[src/rtl/pgm_seq_pkg.sv]
package pgm_seq_pkg;

  typedef enum logic [2:0] {
    ST_IDLE,
    ST_SETUP,
    ST_PULSE,
    ST_HOLD,
    ST_RECOV,
    ST_VERIFY,
    ST_FGAP,
    ST_FREAD
  } seq_state_t;

  // Analog timing targets in nanoseconds
  localparam int unsigned PULSE_NS  = 50000;
  localparam int unsigned SETUP_NS  = 2000;
  localparam int unsigned HOLD_NS   = 2000;
  localparam int unsigned RECOV_NS  = 2000;
  localparam int unsigned OVALID_NS = 120;

  // Nanoseconds to clock cycles, rounded up, never below one cycle
  function automatic int unsigned ns_to_cyc(input int unsigned ns, input int unsigned mhz);
    int unsigned c;
    c = (ns * mhz + 999) / 1000;
    return (c == 0) ? 1 : c;
  endfunction

endpackage

[src/rtl/pgm_phase_timer.sv]
module pgm_phase_timer #(
  parameter int unsigned CW = 8
) (
  input  logic          clk,
  input  logic          rst_n,
  input  logic          restart,
  input  logic [CW-1:0] limit,
  output logic          expire
);
  logic [CW-1:0] cnt_q;

  assign expire = (cnt_q == limit - CW'(1));

  always_ff @(posedge clk or negedge rst_n) begin
    if (!rst_n)       cnt_q <= '0;
    else if (restart) cnt_q <= '0;
    else if (!expire) cnt_q <= cnt_q + CW'(1);
  end
endmodule

[src/rtl/pgm_index_ctr.sv]
module pgm_index_ctr #(
  parameter int unsigned W = 8
) (
  input  logic         clk,
  input  logic         rst_n,
  input  logic         clear,
  input  logic         step,
  input  logic [W-1:0] count,
  output logic [W-1:0] idx,
  output logic         last
);
  logic [W-1:0] idx_q;

  assign idx  = idx_q;
  assign last = (idx_q == count - W'(1));

  always_ff @(posedge clk or negedge rst_n) begin
    if (!rst_n)     idx_q <= '0;
    else if (clear) idx_q <= '0;
    else if (step)  idx_q <= idx_q + W'(1);
  end
endmodule

[src/rtl/pgm_try_ctr.sv]
module pgm_try_ctr #(
  parameter int unsigned MAX_TRIES = 25
) (
  input  logic clk,
  input  logic rst_n,
  input  logic clear,
  input  logic step,
  output logic exhausted
);
  localparam int unsigned TW = $clog2(MAX_TRIES + 1);
  logic [TW-1:0] tries_q;

  // high when the verify now being judged is the last one allowed
  assign exhausted = (tries_q == TW'(MAX_TRIES - 1));

  always_ff @(posedge clk or negedge rst_n) begin
    if (!rst_n)     tries_q <= '0;
    else if (clear) tries_q <= '0;
    else if (step)  tries_q <= tries_q + TW'(1);
  end
endmodule

[src/rtl/pgm_sequencer.sv]
module pgm_sequencer
  import pgm_seq_pkg::*;
#(
  parameter int unsigned CLK_MHZ   = 125,
  parameter int unsigned AW        = 8,
  parameter int unsigned DW        = 16,
  parameter int unsigned MAX_TRIES = 25
) (
  input  logic          clk,
  input  logic          rst_n,
  input  logic          start_i,
  input  logic [AW-1:0] start_addr_i,
  input  logic [AW-1:0] word_count_i,
  output logic [AW-1:0] src_idx_o,
  input  logic [DW-1:0] src_data_i,
  output logic [AW-1:0] mem_addr_o,
  output logic [DW-1:0] mem_wdata_o,
  output logic          mem_wdrive_o,
  output logic          mem_ce_n_o,
  output logic          mem_oe_n_o,
  input  logic [DW-1:0] mem_rdata_i,
  output logic          vpp_req_o,
  output logic          busy_o,
  output logic          done_o,
  output logic          fail_o,
  output logic          fail_final_o,
  output logic [AW-1:0] fail_addr_o
);
  localparam int unsigned T_PULSE  = ns_to_cyc(PULSE_NS,  CLK_MHZ);
  localparam int unsigned T_SETUP  = ns_to_cyc(SETUP_NS,  CLK_MHZ);
  localparam int unsigned T_HOLD   = ns_to_cyc(HOLD_NS,   CLK_MHZ);
  localparam int unsigned T_RECOV  = ns_to_cyc(RECOV_NS,  CLK_MHZ);
  localparam int unsigned T_OVALID = ns_to_cyc(OVALID_NS, CLK_MHZ);
  localparam int unsigned CW       = $clog2(T_PULSE + 1);

  // Length of each timed state in cycles
  function automatic logic [CW-1:0] phase_len(input seq_state_t s);
    case (s)
      ST_SETUP:            return CW'(T_SETUP);
      ST_PULSE:            return CW'(T_PULSE);
      ST_HOLD:             return CW'(T_HOLD);
      ST_RECOV:            return CW'(T_RECOV);
      ST_VERIFY, ST_FREAD: return CW'(T_OVALID);
      default:             return CW'(1);
    endcase
  endfunction

  seq_state_t    state_q, state_d;
  logic [AW-1:0] base_q, count_q, faddr_q, idx;
  logic          done_q, fail_q, final_q;
  logic          expire, last, exhausted, rd_match;

  // Named internal events
  logic ev_start, ev_verify_pass, ev_verify_miss, ev_give_up;
  logic ev_final_pass, ev_final_miss;

  assign rd_match       = (mem_rdata_i == src_data_i);
  assign ev_start       = (state_q == ST_IDLE) && start_i;
  assign ev_verify_pass = (state_q == ST_VERIFY) && expire && rd_match;
  assign ev_verify_miss = (state_q == ST_VERIFY) && expire && !rd_match;
  assign ev_give_up     = ev_verify_miss && exhausted;
  assign ev_final_pass  = (state_q == ST_FREAD) && expire && rd_match;
  assign ev_final_miss  = (state_q == ST_FREAD) && expire && !rd_match;

  pgm_phase_timer #(.CW(CW)) u_timer (
    .clk(clk), .rst_n(rst_n), .restart(state_d != state_q),
    .limit(phase_len(state_q)), .expire(expire)
  );

  pgm_index_ctr #(.W(AW)) u_index (
    .clk(clk), .rst_n(rst_n),
    .clear(ev_start || (ev_verify_pass && last)),
    .step((ev_verify_pass || ev_final_pass) && !last),
    .count(count_q), .idx(idx), .last(last)
  );

  pgm_try_ctr #(.MAX_TRIES(MAX_TRIES)) u_tries (
    .clk(clk), .rst_n(rst_n),
    .clear((state_q == ST_IDLE) || ev_verify_pass),
    .step(ev_verify_miss), .exhausted(exhausted)
  );

  always_comb begin
    state_d = state_q;
    case (state_q)
      ST_IDLE:   if (start_i && (word_count_i != '0)) state_d = ST_SETUP;
      ST_SETUP:  if (expire) state_d = ST_PULSE;
      ST_PULSE:  if (expire) state_d = ST_HOLD;
      ST_HOLD:   if (expire) state_d = ST_RECOV;
      ST_RECOV:  if (expire) state_d = ST_VERIFY;
      ST_VERIFY: begin
        if (ev_verify_pass)      state_d = last ? ST_FGAP : ST_SETUP;
        else if (ev_verify_miss) state_d = exhausted ? ST_IDLE : ST_SETUP;
      end
      ST_FGAP:   if (expire) state_d = ST_FREAD;
      ST_FREAD: begin
        if (ev_final_pass)      state_d = last ? ST_IDLE : ST_FGAP;
        else if (ev_final_miss) state_d = ST_IDLE;
      end
      default:   state_d = ST_IDLE;
    endcase
  end

  always_ff @(posedge clk or negedge rst_n) begin
    if (!rst_n) begin
      state_q <= ST_IDLE;
      base_q  <= '0;
      count_q <= '0;
      faddr_q <= '0;
      done_q  <= 1'b0;
      fail_q  <= 1'b0;
      final_q <= 1'b0;
    end else begin
      state_q <= state_d;
      if (ev_start) begin
        base_q  <= start_addr_i;
        count_q <= word_count_i;
        faddr_q <= '0;
        done_q  <= (word_count_i == '0);
        fail_q  <= 1'b0;
        final_q <= 1'b0;
      end
      if (ev_give_up) begin
        fail_q  <= 1'b1;
        faddr_q <= mem_addr_o;
      end
      if (ev_final_miss) begin
        fail_q  <= 1'b1;
        final_q <= 1'b1;
        faddr_q <= mem_addr_o;
      end
      if (ev_final_pass && last) done_q <= 1'b1;
    end
  end

  assign src_idx_o    = idx;
  assign mem_addr_o   = base_q + idx;
  assign mem_wdrive_o = (state_q == ST_SETUP) || (state_q == ST_PULSE) || (state_q == ST_HOLD);
  assign mem_wdata_o  = mem_wdrive_o ? src_data_i : '0;
  assign mem_ce_n_o   = (state_q != ST_PULSE);
  assign mem_oe_n_o   = !((state_q == ST_VERIFY) || (state_q == ST_FREAD));
  assign vpp_req_o    = (state_q == ST_SETUP) || (state_q == ST_PULSE) || (state_q == ST_HOLD)
                     || (state_q == ST_RECOV) || (state_q == ST_VERIFY);
  assign busy_o       = (state_q != ST_IDLE);
  assign done_o       = done_q;
  assign fail_o       = fail_q;
  assign fail_final_o = final_q;
  assign fail_addr_o  = faddr_q;
endmodule

[config.mk]
export PLATFORM = sky130hd
export DESIGN_NAME = pgm_sequencer
export DESIGN_NICKNAME = d
export VERILOG_FILES = /design/src/rtl/pgm_seq_pkg.sv /design/src/rtl/pgm_phase_timer.sv /design/src/rtl/pgm_index_ctr.sv /design/src/rtl/pgm_try_ctr.sv /design/src/rtl/pgm_sequencer.sv
export SDC_FILE = /design/constraint.sdc
export NUM_CORES = 1
export LEC_CHECK = 0
export BUFFER_PORTS_ARGS = -buffer_cell sky130_fd_sc_hd__buf_4
export CAP_MARGIN = 20
export CORE_MARGIN = 2
export CORE_UTILIZATION = 54
export CTS_CLUSTER_SIZE = 10
export DETAILED_ROUTE_END_ITERATION = 10
export GPL_ROUTABILITY_DRIVEN = 0
export GPL_TIMING_DRIVEN = 0
export PLACE_DENSITY = 0.81
export SYNTH_ARGS = -nofsm -noshare
export SYNTH_HDL_FRONTEND = slang
export SYNTH_SLANG_ARGS = --single-unit
[constraint.sdc]
create_clock -name clk -period 4.3 [get_ports clk]
set_input_delay 0.86 -clock clk [delete_from_list [all_inputs] [get_ports clk]]
set_output_delay 0.86 -clock clk [all_outputs]
set_load 0.1 [all_outputs]
==> results of run 1 <==
-- report_power, final --
| group | internal (mW) | leakage (nW) | switching (mW) |
|---|---|---|---|
| Sequential | 0.527 | 0.736 | 0.000536 |
| Clock | 0.132 | 0.0455 | 0.167 |
| Combinational | 0.0499 | 1.52 | 0.0911 |
| Total | 0.709 | 2.30 | 0.259 |
-- cells by family after synthesis --
family,after synthesis,share of synthesized area (%)
simple gates,157,23.2
compound gates,76,13.9
flops,56,37.4
xor+xnor,43,10.0
buf+inv,33,3.81
mux,24,7.14
fa+ha+maj,13,4.54
-- layout make-up --
type                       count  area (um2)
buffer                        14        71.3
timing repair buffer          98         736
tap                           80         100
clock buffer                   8        90.1
multi-input combinational    313        2230
inverter                      19        71.3
fill                         554        2060
sequential                    56        1400
-- worst paths after layout --
kind                       slack [ps]                  startpoint  cells past startpoint                           end
max reg2reg                      1400        state_q[0]$_DFF_PN0_                      7    fail_addr_o[5]$_DFFE_PN0P_
min                               500    fail_final_o$_DFFE_PN0P_                      1      fail_final_o$_DFFE_PN0P_
max                               820  u_index.idx[1]$_DFFE_PN0P_                      8                 mem_addr_o[7]
min reg2reg                       500    fail_final_o$_DFFE_PN0P_                      1      fail_final_o$_DFFE_PN0P_
max in group asynchronous        3240                       rst_n                      1          state_q[1]$_DFF_PN0_
min in group asynchronous         580                       rst_n                      1  u_timer.cnt_q[6]$_DFFE_PN0P_
-- registers in the layout, summed over array words and instances (netlist names) --
register         count
state_q              3
u_index.idx          8
fail_addr_o          8
fail_o               1
u_tries.tries_q      5
fail_final_o         1
u_timer.cnt_q       13
done_o               1
base_q               8
count_q              8
-- layer usage --
layer	vias up	GRT usage, %
li1	1629	-
met1	1601	33.9
met2	84	40.1
met3	8	4.17
met4	0	4.20
met5	-	0
-- cell usage in the layout, fill, tap and decap left out, types with 4 or more instances in the layout --
master    count
nor2_1       22
nor2b_1       4
dfrtp_1      56
clkbuf_1      9
buf_4        98
ha_1         12
nand2b_1      4
or3_1         5
and3_1        6
inv_1        19
clkbuf_8      6
a21o_1        6
nand2_1      33
nor4_1        9
xor2_1       28
a21oi_1      17
o211ai_1      7
o21bai_1      4
nor3_1        9
o21ai_0      16
xnor2_1      12
and2_1       24
nand3_1      15
mux2_2       22
==> summary.md, run 1 <==
| Metric | Value |
|---|---|
| Outcome | `finished, final reports clean` |
| Ys async rst share | `100%` |
| Pin count of the biggest net entering global routing | `57` |
| Cells after synthesis | `402` |
| Clk_skew | `8.58 ps` |
| Family with the most delay on the worst path | `compound AO/OA/AOI/OAI gates` |
| Total chip power | `0.967 mW` |
| PostCTS Resize Cnt | `0` |
| Hold_ws | `498 ps` |
| Leading area contributor after synthesis | `dfrtp_1` |
| First-pass GRT wire length | `14800 um` |
| Worst-Skew Late Latency | `310 ps` |
| Setup ws final | `821 ps` |
| IR drop worst, VDD | `0.000196 V` |
| WS Path Type | `flop to output port` |
| Clk slew on worst S/H paths | `90 ps` |
| WP buf/inv | `1` |
| Initial Utilization | `55.5%` |
| Yosys top cell area share | `37.4%` |
| Sequential area share after synthesis | `37.4%` |
| Clock Root Buffer | `clkbuf_8` |
| Mean post-synth cell area | `9.32 um2` |
| Max-slew violations | `0` |
| Drt pass-1 iters | `4` |
| Fin nets | `571` |
| Post-DP HPWL | `7130 um` |
| Rel. slew slack | `48.5%` |
| Top-count cell post-synth | `dfrtp_1` |
| DRC viols | `0` |
| Largest cells by area after synthesis | `dfrtp_1 37%, xor2_1 6.8%, mux2_2 6.6%, and2_1 4.0%, ha_1 4.0%` |
| Clock Path Buffers | `2` |
| N_diodes | `0` |
| Slew @ Worst Pin | `769 ps` |
| Non-filler cells in the finished layout | `588` |
| Setup bufs post-CTS | `0` |
| Standard-cell rows | `30` |
| Wirelength per Cell | `15.6 um` |
| Worst stage delay on the critical path | `490 ps` |
| Crit. End Element | `output port` |
| Crit-path cells | `ha_1 -> a21o_1 -> a21oi_1 -> o211ai_1 -> a21o_1 -> a21oi_1 -> xnor2_2 -> buf_4` |
| Final WL | `9150 um` |
| Met1 Wirelength | `4100 um` |
| Leakage | `2.30 nW` |
| DP Worst Slack | `1180 ps` |
| Max cap viols | `0` |
| CTS tree | `yes` |
| Hold Violations, Final | `0` |
| Io pins | `99` |
| Die Area | `0.00762 mm2` |
| Vias/cell | `5.65` |
| Final Util | `69.5%` |
| Most instantiated cells after synthesis | `56 x dfrtp_1, 33 x nand2_1, 29 x xor2_1, 24 x and2_1` |
| Dpl cell area | `0.00461 mm2` |
| Critical-path top delay cell | `dfrtp_1` |
| Total Neg Setup Slack | `0 ps` |
| Setup Viol. Count Final | `0` |
| Unrepaired setup endpoints after global routing | `no` |
| Fin area | `0.00470 mm2` |
| GRT overflow | `0` |
| Dominant synthesized flop cell | `dfrtp_1` |
| Vias | `3322` |
| Die Width | `87.3 um` |
| Hold buffer count at CTS | `0` |
| Post-synth EDFFs | `0` |
| Count of cell types in the netlist | `60` |
| Number of I/O port buffers | `98` |
| CORE AREA | `0.00676 mm2` |
| Final period util | `80.9%` |
| Highest Signal Layer | `met4` |
| Met2 WL post-DR | `4550 um` |
| Layout cells sized above 1 | `28.3%` |
| HP Class | `flop to flop` |
| Wire length on met3 | `426 um` |
| FF+latch count, synth | `56` |
| Post-Syn Nets | `466` |
| Maximum level of the CTS H-tree | `2` |
| Crit Path Max Fanout | `7` |
| Area Overhead vs Synth | `25.3%` |
| Gr usage total | `24.3%` |
| Min Clock Period, post-route | `3480 ps` |
| YS warnings | `0` |
| Total CTS buffers | `5` |
| CTS Sinks | `56` |
| Dpl cells | `580` |
| Worst EP required | `3440 ps` |
| WP data arrival | `2620 ps` |
| Highest achievable clock rate | `287 MHz` |
| Initial antenna violation count | `0` |
| Initial DRC count | `236` |
| Crit path launch type | `flop` |
| Power per cell area | `206 mW/mm2` |
| Cell area after synthesis | `0.00375 mm2` |
| DIE HEIGHT | `87.3 um` |
| Vias in the first global route | `3157` |
| Final ANT Viol Nets | `0` |
Power figures use the tool's default switching activity.
==> run 2: changes to the inputs <==
--- a/config.mk
+++ b/config.mk
@@ -5,15 +5,16 @@
 export SDC_FILE = /design/constraint.sdc
 export NUM_CORES = 1
 export LEC_CHECK = 0
+export ABC_AREA = 1
 export BUFFER_PORTS_ARGS = -buffer_cell sky130_fd_sc_hd__buf_4
 export CAP_MARGIN = 20
 export CORE_MARGIN = 2
-export CORE_UTILIZATION = 54
+export CORE_UTILIZATION = 48
 export CTS_CLUSTER_SIZE = 10
 export DETAILED_ROUTE_END_ITERATION = 10
 export GPL_ROUTABILITY_DRIVEN = 0
 export GPL_TIMING_DRIVEN = 0
-export PLACE_DENSITY = 0.81
+export PLACE_DENSITY = 0.77
 export SYNTH_ARGS = -nofsm -noshare
 export SYNTH_HDL_FRONTEND = slang
 export SYNTH_SLANG_ARGS = --single-unit
==> constraint.sdc (replaced) <==
create_clock -name clk -period 2.8 [get_ports clk]
set_input_delay 0.56 -clock clk [delete_from_list [all_inputs] [get_ports clk]]
set_output_delay 0.56 -clock clk [all_outputs]
set_load 0.1 [all_outputs]
==> summary.md, run 2 <==
| Metric | Value |
|---|---|
| Clk slew on worst S/H paths | `100 ps` |
| Number of I/O port buffers | `98` |
| Crit. End Element | `output port` |
| Max cap viols | `0` |
| Drt pass-1 iters | `4` |
| Crit Path Max Fanout | `4` |
| Worst stage delay on the critical path | `510 ps` |
| Largest register by flop count | `u_timer.cnt_q` |
| Largest family of logic cells by synthesized area | `simple AND/OR/NAND/NOR gates` |
| Area Overhead vs Synth | `33.3%` |
| Crit path launch type | `flop` |
| FF+latch count, synth | `56` |
| Wirelength per Cell | `12.8 um` |
| Crit-path cells | `ha_4 -> a21oi_2 -> nand2_2 -> a21o_1 -> a21oi_4 -> nor2_1 -> o21ai_1 -> nand2_1 -> xor2_2 -> clkinvlp_4 -> buf_12` |
| Vias | `3645` |
| Die Area | `0.00861 mm2` |
| Critical-path top delay cell | `dfrtp_4` |
| Final WL | `9360 um` |
| Hold Violations, Final | `0` |
| Final period util | `108%` |
| CORE AREA | `0.00769 mm2` |
| Layout cells sized above 1 | `28.3%` |
| Outcome | `finished with violations` |
| Max-slew violations | `0` |
| Count of cell types in the netlist | `34` |
| Gr usage total | `22.5%` |
| Pin count of the biggest net entering global routing | `57` |
| Standard-cell rows | `32` |
| Post-synth EDFFs | `0` |
| Initial Utilization | `49.2%` |
| Hold buffer count at CTS | `0` |
| Largest register FFs | `13` |
| Post-synthesis mux area share | `0.264%` |
| Fin nets | `692` |
| Clock Root Buffer | `clkbuf_8` |
| Largest cells by area after synthesis | `dfrtp_1 37%, nand2_1 12%, inv_1 7.0%, xor2_1 6.2%, nor2_1 6.0%` |
| Cells after synthesis | `514` |
| YS warnings | `0` |
| HP Class | `input port to async pin` |
| Violated checks | `setup timing` |
| CTS Sinks | `56` |
| WP data arrival | `2480 ps` |
| Unrepaired setup endpoints after global routing | `yes` |
| Vias in the first global route | `3613` |
| Post-DP HPWL | `7240 um` |
| Io pins | `99` |
| Die Width | `92.8 um` |
| Leading area contributor after synthesis | `dfrtp_1` |
| Synth Area in Compound Gates | `8.26%` |
| Worst-Skew Late Latency | `310 ps` |
| Cell area after synthesis | `0.00378 mm2` |
| Most instantiated cells after synthesis | `126 x nand2_1, 71 x inv_1, 60 x nor2_1, 56 x dfrtp_1, 34 x nand3_1` |
| DP Worst Slack | `-20.6 ps` |
| Yosys top cell area share | `37.0%` |
| Initial DRC count | `169` |
| Clock Path Buffers | `2` |
| WS Path Type | `flop to output port` |
| N_diodes | `0` |
| Mean post-synth cell area | `7.36 um2` |
| Rel. slew slack | `52.8%` |
| Top-count cell post-synth | `nand2_1` |
| Most frequent cells in the layout | `124 x nand2_1, 104 x buf_4, 68 x inv_1` |
| Most common cell after layout, fill and taps aside | `nand2_1` |
| Sequential area share after synthesis | `37.0%` |
| CTS tree | `yes` |
| Dominant synthesized flop cell | `dfrtp_1` |
| DRC viols | `0` |
| DIE HEIGHT | `92.8 um` |
| Worst EP required | `2240 ps` |
| Maximum level of the CTS H-tree | `2` |
| GRT overflow | `0` |
| Highest achievable clock rate | `329 MHz` |
| Initial antenna violation count | `0` |
| Min Clock Period, post-route | `3040 ps` |
| Final ANT Viol Nets | `0` |
| Setup ws final | `-236 ps` |
| Adder-cell share of the synthesized area | `4.50%` |
| Ys async rst share | `100%` |
| Synthesized-area fraction occupied by xor and xnor cells | `9.02%` |
| Vias/cell | `4.99` |
| Simple-Gate Fraction of Synth Area | `31.4%` |
| Slew @ Worst Pin | `708 ps` |
| First-pass GRT wire length | `15700 um` |
| Total CTS buffers | `5` |
| Setup Viol. Count Final | `1` |
| Post-Syn Nets | `578` |
| Clk_skew | `3.79 ps` |
## run 2: changes by cell type in the layout (fill, tap and decap cells not counted), sizes merged, moves of 6 or more
cell | previous run | this run
o21ai | 18 | 31
nand3 | 16 | 37
nor4 | 10 | 2
nor2 | 24 | 75
o211ai | 7 | 0
clkbuf | 15 | 9
mux2 | 22 | 0
buf | 105 | 113
nand4 | 3 | 12
nand2 | 33 | 130
and3 | 6 | 0
and2 | 24 | 0
inv | 19 | 73
## run 2: path summary, 6_finish.rpt
check | from | to | slack (ps) | depth (start not counted)
max | u_index.idx[2]$_DFFE_PN0P_ | mem_addr_o[7] | -240 | 11
min | rst_n | u_timer.cnt_q[5]$_DFFE_PN0P_ | 270 | 1
max reg2reg | count_q[0]$_DFFE_PN0P_ | u_timer.cnt_q[11]$_DFFE_PN0P_ | 300 | 18
min reg2reg | fail_addr_o[7]$_DFFE_PN0P_ | fail_addr_o[7]$_DFFE_PN0P_ | 490 | 2
max in group asynchronous | rst_n | u_index.idx[2]$_DFFE_PN0P_ | 1980 | 1
min in group clk | start_addr_i[3] | base_q[3]$_DFFE_PN0P_ | 430 | 3
## run 2: repair_timing
item                       in CTS  in global routing
hold endpoints to repair        0                  0
resized for setup               4                  8
pin swaps                       3                  3
setup endpoints to repair       2                  4
buffers inserted                3                  6
## run 2: area by class of cell
cell class / count / area, um2
clock inverters: 3 / 47.5
fillers: 659 / 2640
clock buffers: 5 / 68.8
well taps: 102 / 128
inverters: 76 / 302
plain buffers: 10 / 75.1
multi-input cells: 372 / 2180
flip-flops and latches: 56 / 1420
repair buffers: 107 / 832
## run 2: metal layers
layer  part of all wire, %  GRT usage, %  wire [um]
met5                     0             0          0
met4                  0.69          5.64         65
met3                   5.5          3.99        516
met2                    52          41.4       4890
met1                    42          27.0       3890
## run 2: stage by stage
| step | setup TNS, ps | hold WS (ps) | cell area [um2] | util, % | cells |
|---|---|---|---|---|---|
| after floorplan | -527 | 264 | 3950 | - | 514 |
| after global placement | 0 | 470 | 4810 | 62.6 | 714 |
| after detailed placement | -20.6 | 474 | 4810 | 62.6 | 714 |
| after CTS | -392 | 309 | 4970 | 64.6 | 725 |
| after global routing | -452 | 338 | 5040 | 65.6 | 731 |
| final | -236 | 273 | 5040 | 65.6 | 731 |
## run 2: kinds of logic (layout without fill, tap and decap cells)
kind of cell	Yosys count	in the layout
and+or+nand+nor	264	264
buffers and inverters	86	201
DFF	56	56
AOI/OAI and AO/OA	55	55
xor gates and xnor gates	39	39
adders and majority gates	13	13
muxes	1	1
## run 2: critical path: cells and delay by family, from the launching register on
kind	cells	cell delay [ps]
AO/OA/AOI/OAI	4	570
flip-flops	1	510
AND/OR/NAND/NOR	3	240
XOR/XNOR	1	250
adder cells (fa/ha/maj)	1	250
buffers and inverters	2	340
Power of run 2 is not shown: default switching activity piles up to over one toggle a cycle in this logic, so the estimate is an artifact.
